<file path="src/rtl/rstseq_pkg.sv">
package rstseq_pkg;

  // Decoded reset causes after synchronisation
  typedef struct packed {
    logic supply_low;
    logic manual;
  } cause_t;

  // Counter width able to hold the value 'hold'
  function automatic int count_bits(int unsigned hold);
    return (hold < 2) ? 1 : $clog2(hold + 1);
  endfunction

  function automatic logic cause_active(cause_t c);
    return c.supply_low | c.manual;
  endfunction

endpackage

</file>
<file path="src/rtl/rstseq_sync.sv">
module rstseq_sync #(
  parameter int unsigned WIDTH  = 2,
  parameter int unsigned STAGES = 2,
  parameter logic [WIDTH-1:0] RST_VAL = '0
) (
  input  logic             clk,
  input  logic             arst_n,
  input  logic [WIDTH-1:0] d,
  output logic [WIDTH-1:0] q
);

  logic [STAGES-1:0][WIDTH-1:0] stg;

  always_ff @(posedge clk or negedge arst_n) begin
    if (!arst_n) begin
      stg <= {STAGES{RST_VAL}};
    end else begin
      stg[0] <= d;
      for (int s = 1; s < STAGES; s++) begin
        stg[s] <= stg[s-1];
      end
    end
  end

  assign q = stg[STAGES-1];

endmodule

</file>
<file path="src/rtl/rstseq_hold.sv">
module rstseq_hold
  import rstseq_pkg::*;
#(
  parameter int unsigned HOLD = 16
) (
  input  logic clk,
  input  logic arst_n,
  input  logic cause,
  output logic rst_q,
  output logic hold_zero
);

  localparam int CW = count_bits(HOLD);
  localparam logic [CW-1:0] LOAD = CW'(HOLD);

  logic [CW-1:0] cnt;
  logic [CW-1:0] cnt_nxt;

  // Reload on any cause, otherwise step towards zero and stay there
  function automatic logic [CW-1:0] next_count(logic [CW-1:0] cur, logic active);
    if (active)        return LOAD;
    else if (cur == '0) return '0;
    else               return cur - 1'b1;
  endfunction

  assign cnt_nxt   = next_count(cnt, cause);
  assign hold_zero = (cnt == '0);

  always_ff @(posedge clk or negedge arst_n) begin
    if (!arst_n) begin
      cnt   <= LOAD;
      rst_q <= 1'b1;
    end else begin
      cnt   <= cnt_nxt;
      rst_q <= (cnt_nxt != '0);
    end
  end

endmodule

</file>
<file path="src/rtl/sys_reset_seq.sv">
module sys_reset_seq
  import rstseq_pkg::*;
#(
  parameter int unsigned HOLD_CYCLES = 1000,
  parameter int unsigned SYNC_STAGES = 2
) (
  input  logic clk,
  input  logic por_n,
  input  logic supply_ok,
  input  logic mr_n,
  output logic rst_out,
  output logic rst_out_n
);

  localparam int unsigned NIN = 2;
  // bit 1: supply_ok (resets to bad), bit 0: mr_n (resets to released)
  localparam logic [NIN-1:0] SYNC_RST = 2'b01;

  logic [NIN-1:0] raw_in;
  logic [NIN-1:0] sync_in;
  cause_t         causes;
  logic           cause_any;
  logic           rst_q;
  logic           hold_zero;

  assign raw_in = {supply_ok, mr_n};

  rstseq_sync #(
    .WIDTH  (NIN),
    .STAGES (SYNC_STAGES),
    .RST_VAL(SYNC_RST)
  ) u_sync (
    .clk   (clk),
    .arst_n(por_n),
    .d     (raw_in),
    .q     (sync_in)
  );

  assign causes.supply_low = ~sync_in[1];
  assign causes.manual     = ~sync_in[0];
  assign cause_any         = cause_active(causes);

  rstseq_hold #(
    .HOLD(HOLD_CYCLES)
  ) u_hold (
    .clk      (clk),
    .arst_n   (por_n),
    .cause    (cause_any),
    .rst_q    (rst_q),
    .hold_zero(hold_zero)
  );

  assign rst_out   = rst_q;
  assign rst_out_n = ~rst_q;

endmodule

</file>
<file path="config.mk">
export PLATFORM = sky130hd
export DESIGN_NAME = sys_reset_seq
export DESIGN_NICKNAME = d
export VERILOG_FILES = /design/src/rtl/rstseq_pkg.sv /design/src/rtl/rstseq_sync.sv /design/src/rtl/rstseq_hold.sv /design/src/rtl/sys_reset_seq.sv
export SDC_FILE = /design/constraint.sdc
export NUM_CORES = 1
export LEC_CHECK = 0
export CORE_AREA = 10 10 61 63
export CTS_CLUSTER_DIAMETER = 100
export CTS_CLUSTER_SIZE = 12
export DETAILED_ROUTE_END_ITERATION = 16
export DIE_AREA = 0 0 71 73
export GPL_TIMING_DRIVEN = 0
export PLACE_DENSITY = 0.46
export SYNTH_ARGS = -nofsm -noshare
export SYNTH_HDL_FRONTEND = slang
export SYNTH_SLANG_ARGS = --single-unit
</file>
<file path="constraint.sdc">
create_clock -name clk -period 2.5 [get_ports clk]
set_input_delay 0.5 -clock clk [delete_from_list [all_inputs] [get_ports clk]]
set_output_delay 0.5 -clock clk [all_outputs]
set_load 0.01 [all_outputs]
</file>
# ---- Word-level counts from Yosys, hierarchy flattened
# Cells that the tools add are included.
dict set report word_totals {
  input_bits 4
  memories 0
  rom_bits 0
  wordCells 13
  ram_bits 0
  regBits 15
  latchBits 0
  output_inout_bits 2
}
dict set report op_classes {
  shifts 0
  eq_ne 0
  bitwise_logic 4
  multipliers 0
  div 0
  n_lt_le_gt_ge 0
  addsub 1
  n_reduce_logical 2
  mux 2
}
# op count
set ops {}
lappend ops {{$mux W10} 2}
lappend ops {{$logic_not A10 Y1} 1}
lappend ops {{$reduce_bool A10 Y1} 1}
lappend ops {{$sub A10 B1 Y10 const B} 1}
lappend ops {{$not A1 Y1} 3}
lappend ops {{$or A1 B1 Y1} 1}

# ---- Depth between registers and ports, before layout
dict set report logic_depth {
  depth_word 4
  depth_mapped 6
  mapped_depth_nobuf 6
}

# ---- By module
# From an unflattened synthesis, not the netlist that was laid out.
dict set report hier_totals {
  cells_unflattened 74
  area_unflattened_um2 770.7
}
# mod seq_area_each_um2 area_each_um2 n_inst cells_each
set by_module_without_submodules {}
lappend by_module_without_submodules {rstseq_hold 284.0 645.6 1 66}
lappend by_module_without_submodules {rstseq_sync 102.6 117.6 1 6}
lappend by_module_without_submodules {sys_reset_seq 0.0 7.5 1 2}

# ---- Worst setup path after synthesis
# OpenSTA, ideal clock, no wires.
dict set report synth_timing {
  kind {reg-to-reg}
  startpoint {register u_hold.cnt[4]}
  endpoint {register u_hold.rst_q}
  path_slack_ps 718
  synth_period_minus_slack_ps 1782
  arrival_time_ps 1680
  required_time_ps 2398
  setup_ps 102
  path_stages_with_launch 6
  n_path_buf 1
  path_cell_list {dfrtp_1 -> buf_6 -> or4_4 -> or4_1 -> o21ai_1 -> o2111ai_1}
}
dict set report synth_between {
  elab_chain_cells 4
  word_cells_on_any_way 5
  cone_classes {1 x add/sub; 2 x mux; 2 x reduce/logical}
}
# item line_no
set synth_rtl {}
lappend synth_rtl {{start: declaration} rstseq_hold.sv:16} ;# logic [CW-1:0] cnt;
lappend synth_rtl {{start signal: assignment} rstseq_hold.sv:34} ;# cnt <= cnt_nxt;
lappend synth_rtl {{$sub A10 B1 Y10 or $logic_not A10 Y1 (tied branches)} -}
lappend synth_rtl {{$mux W10 *} rstseq_hold.sv:22} ;# else if (cur == '0) return '0;
lappend synth_rtl {{$mux W10 *} rstseq_hold.sv:21} ;# if (active) return LOAD;
lappend synth_rtl {{$reduce_bool A10 Y1 *} rstseq_hold.sv:35} ;# rst_q <= (cnt_nxt != '0);
lappend synth_rtl {{end signal: assignment} rstseq_hold.sv:35}
lappend synth_rtl {{end: declaration} rstseq_hold.sv:9} ;# output logic rst_q,
# Every way passes the cells marked *; elsewhere a longest branch is shown, timed or not.

# ---- Worst setup path in the final report
dict set report layout_timing {
  startpoint {register u_hold.cnt[0]}
  endpoint {register u_hold.cnt[2]}
}
dict set report layout_between {
  elab_chain_cells 3
  word_cells_on_any_way 4
  cone_classes {1 x add/sub; 2 x mux; 1 x reduce/logical}
}
# item line_no
set layout_rtl {}
lappend layout_rtl {{$sub A10 B1 Y10 or $logic_not A10 Y1 (tied branches)} -}
lappend layout_rtl {{$mux W10 *} rstseq_hold.sv:22}
lappend layout_rtl {{$mux W10 *} rstseq_hold.sv:21}
lappend layout_rtl {{net u_hold.cnt_nxt[2]} rstseq_hold.sv:17} ;# logic [CW-1:0] cnt_nxt;
# The timed path passes the listed nets; every way through them passes the cells marked *.

==> impl_results.md <==
* Dpl hpwl at 1.06 mm
* N_diodes at 0
* Clk sink count at 15
* Nets@finish at 91
* CTS tree: built
* Vias at 580
* WL per Instance at around 13 µm
* CP endpoint kind: register
* Die width at 71 µm
* Clock Skew at 0.00449 ns
* Max-Cap Viols at 0
* Req. time, crit path at 2.65 ns
* Initial antenna violation count at 0
* Post-synthesis sequential area ratio at 51.3%
* Peak supply drop at ~0.33 mV
* RSZ-0062 raised after global routing: false
* Async SR Flop Fraction at 100%
* CP Class: reg -> reg
* Port Buf Inserts at 5
* CTS root buffer: clkbuf_4
* Worst Max-Slew Pin Slew at 0.674 ns
* Status: completed
* Site Rows at 19
* Clock Path Buffers at 2
* Final setup fails at 0
* Cell Pwr Density at 505 mW/mm²
* Syn Area/Cell at 9.91 µm²
* Leakage Power at between 0.0003 and 0.0004 µW
* Layout cells sized above 1 at around a fifth
* Post-synth top area share at 31.4%
* Synthesized area at ~750 µm²
* Slew Viols, Final at 0
* ANT nets after route at 0
* Largest net degree at the start of global routing at 16
* GRT Resource Usage Total at between 6 and 7%
* Area grow syn2layout at 15.4%
* Global placement routability congestion at 0.829
* CTS clk-pin slew, worst paths at about 0.090 ns
* Die Span Y at 73 µm
* Count leader, synth: nor2_1
* Synth Register Bits at 15
* Post-synth EDFFs at 0
* Fillers at 274
* First-pass GRT wire length at approximately 2.7 mm
* Slew margin rel. at 54.9%
* Crit path time final at 2.12 ns
* Pre-CTS WS at 0.408 ns
* Tcrit/Tclk final at 84.6%
* Die footprint at 0.00518 mm²
* Yosys warns at 0
* Max Clk Rate at approximately 470 MHz
* Hold-fix buffers at CTS at 0
* CP max FO at 9
* Crit-path slowest cell: nor3b_2
* Remaining DRCs at 0
* Via density at roughly 5
* Crit-path max cell delay at 0.54 ns
* Synth Net Count at 81
* Worst path arrival time at 2.26 ns
* Vias in the first global route at 598
* Drt pass-1 iters at 4
* Count of cell types in the netlist at 32
* Total wire length at approximately 1.5 mm
* H-tree levels at 1
* Synth Flop Type: dfstp_2
* Clock Latency Late Sink at 0.28 ns
* Final Hold Fails at 0
* Drt initial violations at 12
* Final worst setup slack at 0.384 ns
* Largest cells by area after synthesis: dfstp_2 31%, dfrtp_1 20%, nor2_1 5.0%, nor4_1 3.3%, nand2_1 3.0%
* Sum of buffers and inverters on the critical path at 1
* CP Launch Type: register
* I/O Pins at 6
* TNS Setup at 0 ns
* Most instantiated cells after synthesis: 10 x nor2_1, 9 x dfstp_2, 6 x dfrtp_1, 6 x nand2_1
* Initial Utilization at about 29%
* CP Cell Sequence: inv_1 -> ha_1 -> nor3b_2 -> nand2_2 -> o31ai_1 -> nor2_1
* Syn Inst Count at 76
* Tightest Hold Check Type: reg -> reg
* Crit-path leading delay family: simple AND/OR/NAND/NOR gates
* Postcts setup bufs at 0
* Core Region at ~0.0026 mm²
* Global route overflow at 0
* Post-synth top area cell: dfstp_2
* Cts bufs inserted at 3
* Post-CTS Resized at 0
## cell type report
class                           count  area [µm²]  area share [%]
Inverter                            4        15.0            1.73
Clock inverter                      1        5.00           0.576
Tap cell                           31        38.8            4.46
Sequential cell                    15         387            44.5
Buffer                              3        20.0            2.30
Timing Repair Buffer                5        50.0            5.76
Multi-Input combinational cell     54         332            38.1
Clock buffer                        3        22.5            2.59
## cells in the final DEF (no fill, tap or decap), types with 2 or more instances in the layout
cell	instances
dfstp_2	9
nand3_1	2
clkdlybuf4s50_1	5
inv_1	4
clkbuf_4	3
mux2i_1	2
dfrtp_1	6
xnor2_1	2
o21ai_0	4
o211ai_1	2
nand2_1	6
nor3_1	4
or4_1	2
nor4_1	4
nor2_1	10
## stage by stage
| stage | power, µW | util (%) | area (µm²) | cells | hold slack (ns) |
|---|---|---|---|---|---|
| after floorplan | 289 | - | 753 | 76 | 0.204 |
| after CTS | 450 | 33.3 | 870 | 116 | 0.357 |
| after global routing | 472 | 33.3 | 870 | 116 | 0.374 |
| final | 439 | 33.3 | 870 | 116 | 0.355 |
| after global placement | 306 | 32.2 | 842 | 112 | 0.337 |
| after detailed placement | 306 | 32.2 | 842 | 112 | 0.335 |
## power breakdown
group	internal [µW]	leakage [µW]	total (µW)	switching (µW)
combinational	17.6	0.000131	40.4	22.8
sequential	254	0.000172	262	7.73
clock	59.3	0.0000177	137	78.0
## cells by family (layout without fill, tap and decap cells)
kind of cell    after synthesis  after routing  share of synthesized area (%)
compound gates               15             15                           13.6
mux                           2              2                           2.66
buf+inv                       7             16                           4.65
xor+xnor                      2              2                           2.33
simple gates                 34             34                           23.8
fa+ha+maj                     1              1                           1.66
flops                        15             15                           51.3
## metal layers
metal	vias to the layer above	part of all wire, %	global-route usage (%)	routed length (µm)
li1	293	-	-	-
met1	279	48	7.53	699
met2	6	49	10.2	711
met3	2	2.7	1.36	39
met4	0	0.82	3.87	12
met5	-	0	0	0
## worst paths after layout
path                                 end  slack [ns]  depth (start not counted)     startpoint
max                        u_hold.cnt[2]        0.38                          6  u_hold.cnt[0]
min                          u_sync.q[1]        0.35                          0  u_sync.stg[1]
max reg2reg                u_hold.cnt[2]        0.38                          6  u_hold.cnt[0]
min reg2reg                  u_sync.q[1]        0.35                          0  u_sync.stg[1]
max in group asynchronous  u_hold.cnt[0]        1.45                          1          por_n
min in group asynchronous  u_hold.cnt[4]        0.62                          1          por_n
## flip-flops by register name, indices dropped and copies added, names as in the netlist
signal / cells
u_hold.cnt: 10
u_sync.q: 2
u_sync.stg: 2
u_hold.rst_q: 1
## worst register-to-register path: stages, from the launching register on
cell and delay (ns):
dfrtp_1 0.43, inv_1 0.08, ha_1 0.18, nor3b_2 0.54, nand2_2 0.17, o31ai_1 0.49, nor2_1 0.11
No activity file was read; power rests on OpenSTA's default activity.
